===== config.mk =====
export PLATFORM = sky130hd
export DESIGN_NAME = mt_thread_sel
export DESIGN_NICKNAME = d
export VERILOG_FILES = /design/src/rtl/thr_sel_pkg.sv /design/src/rtl/thr_wait_slot.sv /design/src/rtl/thr_pc_slot.sv /design/src/rtl/thr_pick.sv /design/src/rtl/mt_thread_sel.sv
export SDC_FILE = /design/constraint.sdc
export NUM_CORES = 1
export LEC_CHECK = 0
export BUFFER_PORTS_ARGS = -buffer_cell sky130_fd_sc_hd__buf_2
export CORE_UTILIZATION = 47
export DETAILED_ROUTE_END_ITERATION = 6
export MAX_ROUTING_LAYER = met4
export PLACE_DENSITY = 0.76
export SETUP_SLACK_MARGIN = 0.2
export SLEW_MARGIN = 25
export SYNTH_ARGS = -nofsm -noshare
export SYNTH_HDL_FRONTEND = slang
export SYNTH_SLANG_ARGS = --single-unit
export TNS_END_PERCENT = 50

===== constraint.sdc =====
create_clock -name clk -period 1.3 [get_ports clk]
set_input_delay 0.065 -clock clk [delete_from_list [all_inputs] [get_ports clk]]
set_output_delay 0.065 -clock clk [all_outputs]
set_load 0.05 [all_outputs]

===== src/rtl/thr_sel_pkg.sv =====
package thr_sel_pkg;
  localparam int NTHR = 2;

  typedef struct packed {
    logic vld;
    logic tid;
  } pick_t;

  // Selection rule: keep the running context while ready, else the other one,
  // else the last one, else nothing.
  function automatic pick_t pick_fn(input logic [NTHR-1:0] rdy,
                                    input logic last, input logic run);
    pick_t p;
    p.tid = last;
    p.vld = 1'b0;
    if (run && rdy[last]) begin
      p.vld = 1'b1;
    end else if (rdy[!last]) begin
      p.vld = 1'b1;
      p.tid = !last;
    end else if (rdy[last]) begin
      p.vld = 1'b1;
    end
    return p;
  endfunction
endpackage


===== src/rtl/thr_wait_slot.sv =====
module thr_wait_slot (
  input  logic clk,
  input  logic rst_n,
  input  logic miss_hit,
  input  logic fill,
  output logic waiting_o
);
  always_ff @(posedge clk) begin
    if (!rst_n)        waiting_o <= 1'b0;
    else if (miss_hit) waiting_o <= 1'b1;
    else if (fill)     waiting_o <= 1'b0;
  end


  miss_wins_chk: assert property (@(posedge clk) disable iff (!rst_n)
    miss_hit |=> waiting_o);
endmodule


===== src/rtl/thr_pc_slot.sv =====
module thr_pc_slot #(
  parameter int          PC_W   = 32,
  parameter logic [31:0] RST_PC = 32'h0
) (
  input  logic            clk,
  input  logic            rst_n,
  input  logic            wr,
  input  logic [PC_W-1:0] wdata,
  output logic [PC_W-1:0] pc_o
);
  always_ff @(posedge clk) begin
    if (!rst_n)  pc_o <= RST_PC[PC_W-1:0];
    else if (wr) pc_o <= wdata;
  end
endmodule


===== src/rtl/thr_pick.sv =====
module thr_pick
  import thr_sel_pkg::*;
(
  input  logic            clk,
  input  logic            rst_n,
  input  logic [NTHR-1:0] rdy,
  output logic            vld_o,
  output logic            tid_o
);
  logic  last_q, run_q;
  pick_t pk;

  always_comb pk = pick_fn(rdy, last_q, run_q);
  assign vld_o = pk.vld;
  assign tid_o = pk.tid;

  always_ff @(posedge clk) begin
    if (!rst_n) begin
      last_q <= 1'b0;
      run_q  <= 1'b1;
    end else begin
      run_q <= pk.vld;
      if (pk.vld) last_q <= pk.tid;
    end
  end


  rr_after_idle_chk: assert property (@(posedge clk) disable iff (!rst_n)
    (!run_q && rdy == 2'b11) |-> (vld_o && tid_o != last_q));
endmodule


===== src/rtl/mt_thread_sel.sv =====
module mt_thread_sel
  import thr_sel_pkg::*;
#(
  parameter int          PC_W      = 32,
  parameter logic [31:0] RESET_PC0 = 32'h0000_1000,
  parameter logic [31:0] RESET_PC1 = 32'h0000_2000
) (
  input  logic            clk,
  input  logic            rst_n,
  input  logic [1:0]      thr_en,
  input  logic            miss_vld,
  input  logic            miss_tid,
  input  logic [1:0]      fill_vld,
  input  logic            pc_wr_en,
  input  logic [PC_W-1:0] pc_wr_data,
  output logic            issue_vld,
  output logic            idle,
  output logic            sel_tid,
  output logic            rf_bank_sel,
  output logic [PC_W-1:0] sel_pc
);
  logic [NTHR-1:0] wait_vec;
  logic [NTHR-1:0] rdy_vec;
  logic [PC_W-1:0] pc_all [NTHR];
  logic            pick_vld, pick_tid;

  for (genvar g = 0; g < NTHR; g++) begin : g_ctx
    localparam logic [31:0] RV = (g == 0) ? RESET_PC0 : RESET_PC1;
    logic miss_hit, pc_wr;
    assign miss_hit = miss_vld && (miss_tid == 1'(g));
    assign pc_wr    = pc_wr_en && pick_vld && (pick_tid == 1'(g));

    thr_wait_slot u_wait (
      .clk(clk), .rst_n(rst_n), .miss_hit(miss_hit),
      .fill(fill_vld[g]), .waiting_o(wait_vec[g]));

    thr_pc_slot #(.PC_W(PC_W), .RST_PC(RV)) u_pc (
      .clk(clk), .rst_n(rst_n), .wr(pc_wr),
      .wdata(pc_wr_data), .pc_o(pc_all[g]));

    assign rdy_vec[g] = thr_en[g] && !wait_vec[g];
  end

  thr_pick u_pick (
    .clk(clk), .rst_n(rst_n), .rdy(rdy_vec),
    .vld_o(pick_vld), .tid_o(pick_tid));

  assign issue_vld   = pick_vld;
  assign idle        = !pick_vld;
  assign sel_tid     = pick_tid;
  assign rf_bank_sel = pick_tid;
  assign sel_pc      = pc_all[pick_tid];


  no_wait_issue_chk: assert property (@(posedge clk) disable iff (!rst_n)
    issue_vld |-> (!wait_vec[sel_tid] && thr_en[sel_tid]));

  all_wait_idle_chk: assert property (@(posedge clk) disable iff (!rst_n)
    (&wait_vec) |-> (idle && !issue_vld));

  switch_on_miss_chk: assert property (@(posedge clk) disable iff (!rst_n)
    (miss_vld && issue_vld && miss_tid == sel_tid)
      |=> !(issue_vld && sel_tid == $past(sel_tid)));

  pc1_hold_chk: assert property (@(posedge clk) disable iff (!rst_n)
    (issue_vld && sel_tid == 1'b0) |=> $stable(pc_all[1]));

  pc0_hold_chk: assert property (@(posedge clk) disable iff (!rst_n)
    (issue_vld && sel_tid == 1'b1) |=> $stable(pc_all[0]));

  idle_pc_hold_chk: assert property (@(posedge clk) disable iff (!rst_n)
    idle |=> ($stable(pc_all[0]) && $stable(pc_all[1])));
endmodule


# After elaboration in Yosys (flattened, before gate mapping)
# Index checks and enable logic that the tools add are counted.
# Widths: inputs -> output; s select.
# totals
reg_bits	68
elab_cells	42
inputBits	41
out_inout_bits	36
# classes
n_reduce_logical	14
mux	16
bitwise	3
order_cmp	3
# op_table
cell	n
$mux 32	3
$mux 1	13
$logic_and 1x1->1	8
$logic_not 1->1	4
$lt 1x2->1 const B	2
$reduce_bool 2->1	2
$ge 2x2->1 const B	1
$not 1->1	2
$not 1->2	1

# Longest topological paths before layout
# logic_depth
depth_word	10
ltp_mapped	6
mapped_depth_nobuf	4

# By module
# Synthesis repeated with hierarchy kept, for this count alone.
# hier_totals
hier_cells	266
hier_area_um2	3240.6
# modules_own_cells
module	area_each_um2	seq_area_each_um2	cells_each	instances
thr_pc_slot	1241.2	640.6	103	2
mt_thread_sel	583.1	0.0	44	1
thr_pick	92.6	40.0	10	1
thr_wait_slot	41.3	20.0	3	2

# Worst setup path after synthesis
# OpenSTA, ideal clock, no wires.
# synth_path
path_kind	register to output
start	reg g_ctx[1].u_wait.waiting_o
end	out issue_vld
arrival_ns	1.847
required_time_ns	1.235
n_path_buf	0
path_stages_with_launch	4
setup_slack_ns	-0.612
cell_sequence	dfxtp_1 > and2b_1 > a21oi_1 > inv_1
# synth_via
elab_chain_cells	7
elab_cells_between_ends	10
classes_between	mux (7); reduce/logical (3)
# synth_lines
element	line	text
start: declaration	thr_wait_slot.sv:6	output logic waiting_o
start signal: assignment	thr_wait_slot.sv:9	if (!rst_n) waiting_o <= 1'b0;
start signal: assignment	thr_wait_slot.sv:10	else if (miss_hit) waiting_o <= 1'b1;
start signal: assignment	thr_wait_slot.sv:11	else if (fill) waiting_o <= 1'b0;
$logic_not 1->1 (*)	mt_thread_sel.sv:41	assign rdy_vec[g] = thr_en[g] && !wait_vec[g];
$logic_and 1x1->1 (*)	mt_thread_sel.sv:41	
$mux 1 (not written as such) (2 in series)	thr_sel_pkg.sv:16, thr_sel_pkg.sv:21	
$mux 1	thr_sel_pkg.sv:21	end else if (rdy[last]) begin
$mux 1	thr_sel_pkg.sv:18	end else if (rdy[!last]) begin
$mux 1 (*)	thr_sel_pkg.sv:16	if (run && rdy[last]) begin
end: declaration	mt_thread_sel.sv:16	output logic issue_vld,
# Every way passes the cells marked *; elsewhere a longest branch is shown, timed or not. The select of a mux whose other input is x is not followed.

# Worst setup path after layout
# layout_path
start	reg u_pick.run_q
end	out sel_pc[1]
# layout_via
elab_chain_cells	6
# layout_lines
element	line	text
start: declaration	thr_pick.sv:10	logic last_q, run_q;
start signal: assignment	thr_pick.sv:22	run_q <= pk.vld;
$logic_and 1x1->1	thr_sel_pkg.sv:16	
$mux 1	thr_sel_pkg.sv:16	
$not 1->2 (not written as such)	mt_thread_sel.sv:52	assign sel_pc = pc_all[pick_tid];
$mux 32 (not written as such) (3 in series)	mt_thread_sel.sv:52	
end: declaration	mt_thread_sel.sv:20	output logic [PC_W-1:0] sel_pc
# No other way between the ends. The select of a mux whose other input is x is not followed.

==> flow_metrics.py <==
metrics = {
    "clock_tree": {
        "cts_max_level": 3,
        "root_buffer": "clkbuf_8",
        "cts_tree": "done",
        "clock_latency_ns": 0.35,
        "path_clk_slew_ns": 0.08,
        "clock_path_buffers": 2,
        "numCtsBuffers": 9,
        "clkSinkCount": 68,
    },
    "synth": {
        "syn_area_per_cell_um2": 9.12,
        "synth_common_cells": "dfxtp_1 (68), nand3_1 (62), nand2_1 (36)",
        "synth-simple-area-share_pct": 17.6,
        "synthCells": 308,
        "synth_area_mm2": 0.00281,
        "ys_seq_elements": 68,
        "synth_top_family_by_area": "simple AND/OR/NAND/NOR gates",
        "synth_fa_ha_area_share_pct": 0,
        "synth_largest_area_cell": "dfxtp_1",
        "synth_edf_count": 0,
        "synth_ff_type": "dfxtp_1",
        "yosysWarnings": 0,
        "syn_nets": 349,
        "synth_xor_area_share_pct": 0.579,
        "async_reset_ff_share_pct": 0,
        "seq_area_frac_synth_pct": 48.5,
        "synthTopCellsByArea": "dfxtp_1 (48%), mux2_2 (13%), nand3_1 (11%)",
        "yosysMostFrequentCell": "dfxtp_1",
        "yosys.area.top_type_share_pct": 48.5,
        "synth-compound-area-share_pct": 12.7,
        "yosysUniqueCellTypes": 26,
        "muxShareOfSynthArea_pct": 13.5,
    },
    "floorplanning": {
        "rows": 27,
        "die_h_um": 79.3,
        "die_area_mm2": 0.00629,
        "io-pin-count": 77,
        "die_w_um": 79.3,
        "start_util_pct": 49.8,
        "core-area_mm2": 0.00564,
    },
    "placed_design": {
        "dpl.cell_count": 446,
        "gp_congestion": 0.739,
        "placed_area_mm2": 0.00356,
        "pre_cts_ws_ns": -0.285,
        "place_hpwl_um": 4070,
        "io_buffer_count": 76,
    },
    "routing": {
        "post_drt_wl_per_cell_um": 19.0,
        "vias": 2863,
        "viasPerCell": 5.56,
        "dr.pass1.iters": 5,
        "routed_wl_um": 9780,
        "drtAntennaViolNets": 0,
        "drc_errors": 0,
        "drt-initial-drc-count": 164,
    },
    "sta": {
        "max_freq_ghz": 0.503,
        "slew_headroom_pct": 69.2,
        "fin_worst_skew_ns": 0.0107,
        "rsz0062_at_grt": "true",
        "worst_hold_slack_ns": 0.0734,
        "setup_viol": 101,
        "hold_violations": 0,
        "timing.final.max_slew_violations": 0,
        "period_share_pct": 153,
        "setup_ws_ns": -0.688,
        "tightest_slew_ns": 0.460,
        "fin_crit_ns": 1.99,
    },
    "hold_path": {
        "hp-class": "input port to register",
    },
    "pwr": {
        "peakVddDrop_v": 0.000884,
        "p_leak_nw": 2.05,
        "power.density_mw_per_mm2": 1150,
    },
    "setup_path": {
        "worst-r2r-setup-slack_ns": -0.47,
        "end_kind": "output port",
        "crit_start": "u_pick.run_q",
        "cpMostUsedCell": "buf_12",
        "critical_path_required_ns": 1.24,
        "crit_fanout": 7,
        "r2r-start": "g_ctx[1].u_wait.waiting_o",
        "crit_arrival_ns": 1.92,
        "cp_slowest_stage_delay_ns": 0.34,
        "endpoint": "sel_pc[1]",
        "worst_r2r_path_depth": 7,
        "cpMaxStageDelayCell": "dfxtp_1",
        "critical_path_class": "register to output port",
        "startpoint_type": "register",
        "rr_endpoint": "g_ctx[0].u_pc.pc_o[12]",
        "crit_chain": "xnor2_2 -> nor2_2 -> nor2_4 -> buf_12 -> buf_12 -> mux2_4 -> buf_8",
    },
    "layout": {
        "nNetsFinal": 479,
        "diodes": 0,
        "fin_util_pct": 87.5,
        "final_layout_size_suffix_gt1_share_pct": 48.8,
        "area_delta_synth_final_pct": 75.7,
        "design_area_mm2": 0.00494,
        "fin_cells": 515,
    },
    "grt": {
        "grt_overflow_total": 0,
        "grt_pass1_vias": 2844,
        "grt.total_usage_pct": 29.7,
        "grt_max_degree": 30,
        "grt_pass1_wl_um": 13500,
        "antenna_found_initial": 0,
    },
    "run": {
        "cap_violations": 0,
    },
    "status": {
        "violations": "setup timing",
        "status": "finished, violations left",
    },
}
[logic make-up after synthesis]
family	Yosys count
AND/OR/NAND/NOR	105
AO/OA/AOI/OAI	68
flip-flops	68
multiplexers	34
buffers and inverters	32
XOR/XNOR	1
[cells in the final DEF (no fill, tap or decap), drive strengths merged, types with 5 or more instances in the layout]
| cell | synthesis | routed |
|---|---|---|
| dfxtp | 68 | 68 |
| inv | 4 | 5 |
| buf | 17 | 110 |
| nand3 | 62 | 62 |
| mux2 | 32 | 32 |
| o21ai | 62 | 62 |
| clkbuf | 11 | 12 |
| dlygate4sd3 | 0 | 35 |
| nand2 | 36 | 36 |
[power by group]
part | switching [mW] | leakage (nW) | total [mW] | internal (mW)
clock network | 0.852 | 0.0999 | 1.80 | 0.946
registers | 0.0762 | 0.555 | 2.27 | 2.19
logic | 0.848 | 1.39 | 1.63 | 0.780
[per-stage QoR]
stage          setup TNS (ns)  total power [mW]
5_1_grt                -48.19              5.84
4_1_cts                -32.96              5.52
2_1_floorplan           -5.66              3.09
6_report               -43.78              5.69
3_3_place_gp           -17.97              3.34
3_5_place_dp           -19.61              3.36
[sequential cells by signal (all words and copies together), names as in the netlist]
signal,cells
g_ctx.u_pc.pc_o,64
g_ctx.u_wait.waiting_o,2
u_pick.last_q,1
u_pick.run_q,1
[area by class of cell]
class	instances	area, µm²
clock inverter	5	60.1
sequential	68	1360
timing repair buffer	146	1570
tap	72	90.1
inverter	4	15.0
multi-input combinational	209	1700
fill	245	706
clock buffer	11	141
[routing by layer]
layer / share of wire, % / global-route usage (%) / routed length, µm / vias up
met2: 54 / 53.5 / 5330 / 114
met4: 3.0 / 15.6 / 291 / 0
met3: 3.7 / 4.60 / 359 / 29
met5: 0 / - / 0 / -
li1: - / - / - / 1349
met1: 39 / 31.0 / 3800 / 1371
[critical path, delay by kind of cell (launching register included)]
kind | cells | cell delay, ns
buffers and inverters | 3 | 0.47
and+or+nand+nor | 2 | 0.23
xor gates and xnor gates | 1 | 0.21
muxes | 1 | 0.33
DFF | 1 | 0.34
[how the worst min path moves through the flow]
stage,start,end,cells past startpoint
after floorplan,pc_wr_data[12],g_ctx[0].u_pc.pc_o[12],2
after global placement,pc_wr_data[12],g_ctx[0].u_pc.pc_o[12],3
after detailed placement,pc_wr_data[13],g_ctx[1].u_pc.pc_o[13],3
after CTS,rst_n,g_ctx[1].u_pc.pc_o[13],2
after global routing,fill_vld[0],g_ctx[0].u_wait.waiting_o,3
final,fill_vld[0],g_ctx[0].u_wait.waiting_o,3
[repair_timing]
item | in CTS | in global routing
resized for setup | 100 | 65
gates cloned | 8 | 1
hold buffers | 35 | 0
pin swaps | 2 | 5
endpoints found under the hold margin | 54 | 0
buffers inserted | 5 | 4
setup endpoints to repair | 101 | 102
Power figures use the tool's default switching activity.
